### src/rtl/lbus_pkg.sv
// Shared types for the local-bus claim block.
// Assumes: one claimed cycle in flight at a time.
package lbus_pkg;
    typedef enum logic [1:0] {
        ST_IDLE = 2'd0,
        ST_WAIT = 2'd1,
        ST_LOW  = 2'd2,
        ST_TAIL = 2'd3
    } hs_state_t;
endpackage

### src/rtl/lbus_decode.sv
// Address and status decode for one strobe.
// Raises hit when the strobe is an I/O cycle to any configured data port
// with byte lane 0 enabled. In legacy mode the shared pin must also mark
// a data cycle. Purely combinational; the caller samples it at the edge.
module lbus_decode #(
    parameter int ADDR_W    = 16,
    parameter int NUM_PORTS = 2,
    parameter logic [NUM_PORTS*ADDR_W-1:0] PORT_BASES = {16'h0170, 16'h01F0}
) (
    input  logic              ads_n,
    input  logic              mio,
    input  logic              dc_pin,
    input  logic              adv_mode,
    input  logic              be0_n,
    input  logic [ADDR_W-1:2] io_addr,
    output logic              hit
);
    logic [NUM_PORTS-1:0] match;
    logic                 io_cycle;

    // One comparator per configured data port
    for (genvar gi = 0; gi < NUM_PORTS; gi++) begin : g_port
        assign match[gi] = (io_addr == PORT_BASES[gi*ADDR_W+2 +: ADDR_W-2]);
    end

    // Qualify the cycle type; the shared pin only matters in legacy mode
    always_comb begin
        io_cycle = !mio && (adv_mode || dc_pin);
        hit      = !ads_n && io_cycle && !be0_n && (|match);
    end
endmodule

### src/rtl/lbus_watchdog.sv
// Wait-phase watchdog.
// Counts cycles while run is high and reports expiry on the
// TMO_CYC-th consecutive run cycle. clear returns the count to zero.
// Assumes TMO_CYC >= 2.
module lbus_watchdog #(
    parameter int TMO_CYC = 1024
) (
    input  logic clk,
    input  logic rst_n,
    input  logic clear,
    input  logic run,
    output logic expired
);
    localparam int CW = (TMO_CYC > 2) ? $clog2(TMO_CYC) : 1;
    localparam logic [CW-1:0] LAST = CW'(TMO_CYC - 1);

    logic [CW-1:0] cnt;

    // Count waiting cycles, held at the last value until cleared
    always_ff @(posedge clk) begin
        if (!rst_n || clear) begin
            cnt <= '0;
        end else if (run && cnt != LAST) begin
            cnt <= cnt + 1'b1;
        end
    end

    // Expiry is flagged during the last allowed waiting cycle
    always_comb begin
        expired = run && (cnt == LAST);
    end
endmodule

### src/rtl/lbus_handshake.sv
// Claim and ready-line sequencer.
// IDLE accepts a hit and enters WAIT, driving ready high. A completion
// pulse or watchdog expiry moves to LOW for one cycle, then to TAIL
// (high) for one cycle, then back to IDLE with the line released.
// Strobes seen outside IDLE are ignored.
module lbus_handshake
    import lbus_pkg::*;
(
    input  logic clk,
    input  logic rst_n,
    input  logic hit,
    input  logic done,
    input  logic expired,
    input  logic wide_in,
    input  logic wr_in,
    output logic claim_n,
    output logic rdy_out,
    output logic rdy_oe,
    output logic start_req,
    output logic xfer_wide,
    output logic xfer_wr,
    output logic timeout_err,
    output logic wd_clear,
    output logic wd_run
);
    hs_state_t state;

    // State sequencing, start pulse and captured flags
    always_ff @(posedge clk) begin
        if (!rst_n) begin
            state       <= ST_IDLE;
            start_req   <= 1'b0;
            xfer_wide   <= 1'b0;
            xfer_wr     <= 1'b0;
            timeout_err <= 1'b0;
        end else begin
            start_req <= 1'b0;
            case (state)
                ST_IDLE: begin
                    if (hit) begin
                        state       <= ST_WAIT;
                        start_req   <= 1'b1;
                        xfer_wide   <= wide_in;
                        xfer_wr     <= wr_in;
                        timeout_err <= 1'b0;
                    end
                end
                ST_WAIT: begin
                    if (done) begin
                        state <= ST_LOW;
                    end else if (expired) begin
                        state       <= ST_LOW;
                        timeout_err <= 1'b1;
                    end
                end
                ST_LOW:  state <= ST_TAIL;
                ST_TAIL: state <= ST_IDLE;
                default: state <= ST_IDLE;
            endcase
        end
    end

    // Pin values follow the registered state
    always_comb begin
        claim_n  = (state == ST_IDLE);
        rdy_oe   = (state != ST_IDLE);
        rdy_out  = (state != ST_LOW);
        wd_run   = (state == ST_WAIT);
        wd_clear = (state != ST_WAIT);
    end
endmodule

### src/rtl/lbus_claim.sv
// Local-bus target claim for the IDE data ports.
// Decodes each strobe, claims matching I/O cycles, requests a transfer
// and runs the tri-state ready handshake, with a timeout fallback.
// Assumes a synchronous active-low reset and one cycle in flight.
module lbus_claim #(
    parameter int ADDR_W    = 16,
    parameter int NUM_PORTS = 2,
    parameter logic [NUM_PORTS*ADDR_W-1:0] PORT_BASES = {16'h0170, 16'h01F0},
    parameter int TMO_CYC   = 1024
) (
    input  logic              clk,
    input  logic              rst_n,
    input  logic              adv_mode,
    input  logic              ads_n,
    input  logic              mio,
    input  logic              wr,
    input  logic              iordy_dc,
    input  logic              be0_n,
    input  logic              be2_n,
    input  logic [ADDR_W-1:2] io_addr,
    input  logic              xfer_done,
    output logic              claim_n,
    output logic              rdy_out,
    output logic              rdy_oe,
    output logic              start_req,
    output logic              xfer_wide,
    output logic              xfer_wr,
    output logic              timeout_err
);
    logic hit;
    logic expired;
    logic wd_clear;
    logic wd_run;

    lbus_decode #(
        .ADDR_W    (ADDR_W),
        .NUM_PORTS (NUM_PORTS),
        .PORT_BASES(PORT_BASES)
    ) u_decode (
        .ads_n   (ads_n),
        .mio     (mio),
        .dc_pin  (iordy_dc),
        .adv_mode(adv_mode),
        .be0_n   (be0_n),
        .io_addr (io_addr),
        .hit     (hit)
    );

    lbus_watchdog #(
        .TMO_CYC(TMO_CYC)
    ) u_wdog (
        .clk    (clk),
        .rst_n  (rst_n),
        .clear  (wd_clear),
        .run    (wd_run),
        .expired(expired)
    );

    lbus_handshake u_hs (
        .clk        (clk),
        .rst_n      (rst_n),
        .hit        (hit),
        .done       (xfer_done),
        .expired    (expired),
        .wide_in    (!be2_n),
        .wr_in      (wr),
        .claim_n    (claim_n),
        .rdy_out    (rdy_out),
        .rdy_oe     (rdy_oe),
        .start_req  (start_req),
        .xfer_wide  (xfer_wide),
        .xfer_wr    (xfer_wr),
        .timeout_err(timeout_err),
        .wd_clear   (wd_clear),
        .wd_run     (wd_run)
    );
endmodule

### config.mk
export PLATFORM = sky130hd
export DESIGN_NAME = lbus_claim
export DESIGN_NICKNAME = d
export VERILOG_FILES = /design/src/rtl/lbus_pkg.sv /design/src/rtl/lbus_decode.sv /design/src/rtl/lbus_watchdog.sv /design/src/rtl/lbus_handshake.sv /design/src/rtl/lbus_claim.sv
export SDC_FILE = /design/constraint.sdc
export NUM_CORES = 1
export LEC_CHECK = 0
export BUFFER_PORTS_ARGS = -buffer_cell sky130_fd_sc_hd__buf_2
export CAP_MARGIN = 40
export CORE_AREA = 10 10 59 61
export DETAILED_ROUTE_END_ITERATION = 8
export DIE_AREA = 0 0 69 71
export PLACE_DENSITY = 0.66
export SYNTH_ARGS = -nofsm -noshare
export SYNTH_HDL_FRONTEND = slang
export SYNTH_SLANG_ARGS = --single-unit
### constraint.sdc
create_clock -name clk -period 5.1 [get_ports clk]
set_input_delay 1.53 -clock clk [delete_from_list [all_inputs] [get_ports clk]]
set_output_delay 1.53 -clock clk [all_outputs]
set_load 0.02 [all_outputs]
# Yosys cells after proc, flatten, opt, wreduce, memory -nomap -nowiden
# Index checks and enable logic that the tools add are counted.
# totals
ff_bits	16
wordCells	50
inputBits	24
out_inout_bits	7
# classes
reduce_logical	21
add_sub_neg	1
eq_ne	13
muxes	9
# ops
cell	count
equality test 14 x 7 -> 1 bit (second input constant)	2
adder 10 x 1 -> 10 bit (second input constant)	1
equality test 10 bit (second input constant)	1
inequality test 10 bit (second input constant)	1
case mux 2 bit (4 select lines)	1
logical AND 1 bit	6
2-to-1 mux 2 bit	3
inequality test 2 bit (second input constant)	3
AND reduction 2 bit	3
logical NOT 1 bit	5
equality test 2 bit (second input constant)	2
2-to-1 mux 1 bit	4
inequality test 2 x 1 -> 1 bit (second input constant)	2
AND reduction 4 bit	1
nonzero test 2 bit	2
inequality test 3 bit (second input constant)	1
equality test 2 x 1 -> 1 bit (second input constant)	1
logical NOT 2 bit	1
logical OR 1 bit	2
case mux 1 bit (2 select lines)	1
OR reduction 2 bit	1

# Logic depth before layout (Yosys ltp)
# logic_depth
depth_word	7
ltp_mapped	7

# Hierarchy
# Synthesis repeated with hierarchy kept, for this count alone.
# hier_totals
hier_cells	105
area_unflattened_um2	943.4
# by_module_without_submodules
module	instances	seq_area_each_um2	cells_each	area_per_inst_um2
lbus_watchdog	1	200.2	60	535.5
lbus_handshake	1	120.1	38	350.3
lbus_decode	1	0.0	6	53.8
lbus_claim	1	0.0	1	3.8

# Least setup slack after synthesis
# OpenSTA, ideal clock, no wires.
# synth_timing
path_kind	input to register
from	in mio
to	reg u_hs.xfer_wide
arrival_ns	2.931
path_stages	5
setup_time_ns	0.070
slack_ns	2.099
n_path_buf	0
required_ns	5.030
cell_sequence	or4b_1 > nor2_1 > or4b_4 > or2_0 > a21boi_1
# synth_between
elab_chain_len	6
# synth_rtl
element	line	text
from (decl)	lbus_claim.sv:15	input logic mio,
logical NOT 1 bit	lbus_decode.sv:28	io_cycle = !mio && (adv_mode || dc_pin);
logical AND 1 bit	lbus_decode.sv:28	
logical AND 1 bit (3 in a row)	lbus_decode.sv:29	hit = !ads_n && io_cycle && !be0_n && (|match);
AND reduction 2 bit (no line)	n/a	
to (signal assigned)	lbus_handshake.sv:43	xfer_wide <= wide_in;
to (decl)	lbus_handshake.sv:20	output logic xfer_wide,
# Every way passes these cells.
# A chain may end at the register's enable or synchronous reset.

# Worst setup path after layout
# layout_timing
from	in io_addr[13] (netlist name)
to	reg u_hs.state[1]
# layout_between
elab_chain_len	5
elab_cells_between_ends	6
cone_classes	eq/ne: 3; reduce/logical: 3
# layout_rtl
element	line	text
from (decl)	lbus_claim.sv:20	input logic [ADDR_W-1:2] io_addr,
equality test 14 x 7 -> 1 bit	lbus_decode.sv:23	assign match[gi] = (io_addr == PORT_BASES[gi*ADDR_W+2 +: ADDR_W-2]);
OR reduction 2 bit (*)	lbus_decode.sv:29	
logical AND 1 bit (*)	lbus_decode.sv:29	
inequality test 2 x 1 -> 1 bit (no line) (*)	n/a	
AND reduction 2 bit (no line) (*)	n/a	
to (signal assigned)	lbus_handshake.sv:31	state <= ST_IDLE;
to (signal assigned)	lbus_handshake.sv:41	state <= ST_WAIT;
to (signal assigned)	lbus_handshake.sv:50	state <= ST_LOW;
to (decl)	lbus_handshake.sv:26	hs_state_t state;
# Mark *: on every way between the ends. The rest lies on a longest branch, timed or not.

==> summary.txt <==
Run status
  – Status: finished clean

Yosys
  – Adder-cell share of the synthesized area: under 10%
  – Simple logic cell fraction of the synthesized area: 28.8%
  – Yosys cell types: 31
  – Post-synthesis mux area share: under 10%
  – Largest cells by area after synthesis: dfxtp_1, ha_1, nor2_1
  – Mapped Nets: between 100 and 150
  – Post-Synthesis Cell Area: slightly below 800 µm²
  – Top-count cell post-synth: dfxtp_1
  – Syn avg cell area: a little under 9 µm²
  – Yosys warnings: 0
  – Seq/Total Area, Yosys: 40.6%
  – Synth area leader: dfxtp_1
  – Async SR Flop Fraction: 0%
  – Top_reg_cell synth: dfxtp_1
  – Largest family of logic cells by synthesized area: simple AND/OR/NAND/NOR gates
  – Yosys reg bits: 16
  – Post-synth top cells: dfxtp_1, nor2_1, nand2_1
  – Post-synthesis compound-gate area fraction: 11.7%
  – Mapped Cells: between 90 and 100
  – Top-area cell type share of the netlist area: between 40% and 50%
  – Xor and xnor area share after synthesis: 6.66%
  – Post-synth EDFFs: 0

Routing
  – DR vias: about 760
  – M1 wire length: between 700 and 800 µm
  – Via-to-Cell Ratio: about 4.9
  – DR WL/cell: about 12 µm
  – Routed wl met2: roughly 960 µm
  – Detail Route Antenna Nets: 0
  – Number of remaining DRC errors: 0
  – Initial DRC count: 18
  – Met3 Wirelength: roughly 120 µm
  – Post-Route WL: 1850 µm
  – Uppermost layer routed: met4
  – DR pass1 iterations: 4

Finish
  – Area of the multi-input gates: 443 µm²
  – Fin util: between 40% and 50%
  – NumNets Final: around 150
  – Fillers: ~280
  – Synthesis-to-finish area growth: 27.9%
  – Share of layout cells above drive strength 1: just under 30%
  – Diode count: 0
  – Sequential cell area: 320 µm²

STA
  – RSZ-0062 raised after global routing: false
  – Final period util: around 57%
  – Sum Neg Setup Slack: 0 ns
  – Setup violations, final: 0
  – Worst Skew: 0.00168 ns
  – Tightest Pin Transition: about 0.58 ns
  – Peak Freq: 0.345 GHz
  – Max-Slew Margin vs Limit: between 60% and 70%
  – Min cycle time layout: ~2.9 ns
  – Fin. Hold Viols: 0
  – Final Max Slew Viols: 0

Clock network
  – Clock tree from TritonCTS: built
  – Clk root buf: clkbuf_4
  – Clk slew on worst S/H paths: 0.09 ns
  – H-tree depth: 1
  – CTS Hold Buffers Added: 0
  – Sink Count: 16
  – CTS max path bufs: 2
  – Clk_lat worst skew: around 0.28 ns
  – CTS Buf Count: 3
  – Resized cells post-CTS: 0
  – Post-CTS Setup Bufs: 0

Worst setup path
  – Worst path cell trace: buf_2 > or4_4 > nor4_1 > o22a_1 > mux2i_1
  – CP endpoint kind: register
  – Worst EP arrival: 3.11 ns
  – Crit path from: io_addr[13]
  – R2r startpoint: u_wdog.cnt[0]$_SDFFE_PP0P_
  – Req. time, crit path: approximately 5.3 ns
  – Worst Path Buf+Inv: 1
  – Crit path max fanout: 4
  – Worst setup SP type: input pin
  – Worst setup path category: in2reg
  – Slowest cell on crit path: or4_4
  – CP delay by family, top: simple AND/OR/NAND/NOR gates
  – Max stage delay on crit path: 0.52 ns

Floorplanning
  – Initial Util: between 30% and 40%
  – Die area: around 5000 µm²
  – Chip height: between 70 and 80 µm
  – Core Footprint: around 2400 µm²
  – FP Rows: 18
  – # IOs: 31
  – Die Span X: about 70 µm

Power
  – Sequential Power Share: a little under 60%
  – Internal: between 0.00015 and 0.0002 W
  – Pwr/cell area: between 200 and 250 nW/µm²
  – Sw Pwr: slightly above 0.00004 W
  – Clock network power share: a little under two fifths
  – Worst vdd ir: around 0.00014 V
  – Net Sw Frac: a little under a fifth
  – Gate power share: a little under 5%
  – Pleak: 0.414 nW

Place
  – GPL Wtd Cong: between 0.7 and 0.8
  – Detailed placement HPWL: between 1500 and 2000 µm
  – Port-buffer cells: 29

Global route
  – Vias in the first global route: 803
  – All-Layer GR Usage: 7.26%
  – First-pass GRT wire length: about 3200 µm
  – Total gr overflow: 0
  – Initial antenna violation count: 0
  – Largest net degree at the start of global routing: 12

Min path
  – Hold Crit Class: reg2reg
  – HP Start: u_hs.xfer_wide$_SDFFE_PN0P_

Flow run
  – Max-Cap Viols: 0
## cell type report
cell class / count / area share (%)
clock buffers: 4 / 3.59
inverters: 6 / 2.23
multi-input cells: 68 / 43.9
flip-flops and latches: 16 / 31.7
well taps: 30 / 3.72
repair buffers: 30 / 14.9
## worst register-to-register path, delay by kind of cell, from the launching register on
kind / cells / cell delay [ns]
buffers and inverters: 1 / 0.26
xor gates and xnor gates: 1 / 0.17
and+or+nand+nor: 3 / 0.24
DFF: 1 / 0.39
adders and majority gates: 1 / 0.22
AOI/OAI and AO/OA: 1 / 0.41
## layout by cell type, fill, tap and decap left out, types with 2 or more instances in the layout
master and n:
ha_1 4, o21ai_0 2, nor3_1 3, o211ai_1 3, nand2_1 8, nor4_1 4
nand3_1 5, buf_2 30, and3_1 2, mux2i_1 2, clkbuf_4 3, xnor2_1 5
inv_1 6, dfxtp_1 16, nor2_1 13
## routing by layer
metal,up-vias,global-route usage [%]
met5,-,0
met4,0,1.34
met3,2,2.79
met2,23,13.9
met1,344,7.26
li1,390,-
## cells by family after synthesis
kind of cell,Yosys count
compound gates,13
xor+xnor,6
fa+ha+maj,4
buf+inv,7
flops,16
mux,2
simple gates,43
## power groups by stage
stage / clock network (W) / logic [W] / registers, W
4_1_cts: 0.0000833 / 0.0000106 / 0.000125
3_5_place_dp: 0 / 0.0000107 / 0.000128
2_1_floorplan: 0 / 0.00000156 / 0.000128
6_report: 0.0000806 / 0.0000105 / 0.000125
5_1_grt: 0.0000910 / 0.0000117 / 0.000125
3_3_place_gp: 0 / 0.0000102 / 0.000128
## state kept, by name, indices dropped and copies added, names as in the netlist
register	flops
u_hs.start_req	1
u_hs.timeout_err	1
u_wdog.cnt	10
u_hs.xfer_wr	1
u_hs.state	2
u_hs.xfer_wide	1
## through the flow
| step | area [µm²] | cells | total power (W) | hold slack [ns] | worst slack, ns |
|---|---|---|---|---|---|
| 2_1_floorplan | 790 | 91 | 0.000129 | 0.451 | 2.10 |
| 3_3_place_gp | 968 | 149 | 0.000138 | 0.437 | 1.92 |
| 3_5_place_dp | 973 | 150 | 0.000138 | 0.453 | 1.90 |
| 4_1_cts | 1010 | 154 | 0.000219 | 0.465 | 2.19 |
| 5_1_grt | 1010 | 154 | 0.000228 | 0.508 | 2.01 |
| 6_report | 1010 | 154 | 0.000216 | 0.459 | 2.20 |
## worst paths after layout
path                                                    end  slack (ns)  cells past startpoint
worst min register to register  u_hs.xfer_wide$_SDFFE_PN0P_        0.46                      2
worst min-delay path            u_hs.xfer_wide$_SDFFE_PN0P_        0.46                      2
worst max-delay path             u_hs.state[1]$_SDFFE_PN0P_        2.20                      5
worst max register to register   u_wdog.cnt[7]$_SDFFE_PP0P_        3.30                      7
(Power assumes the default switching activity.)
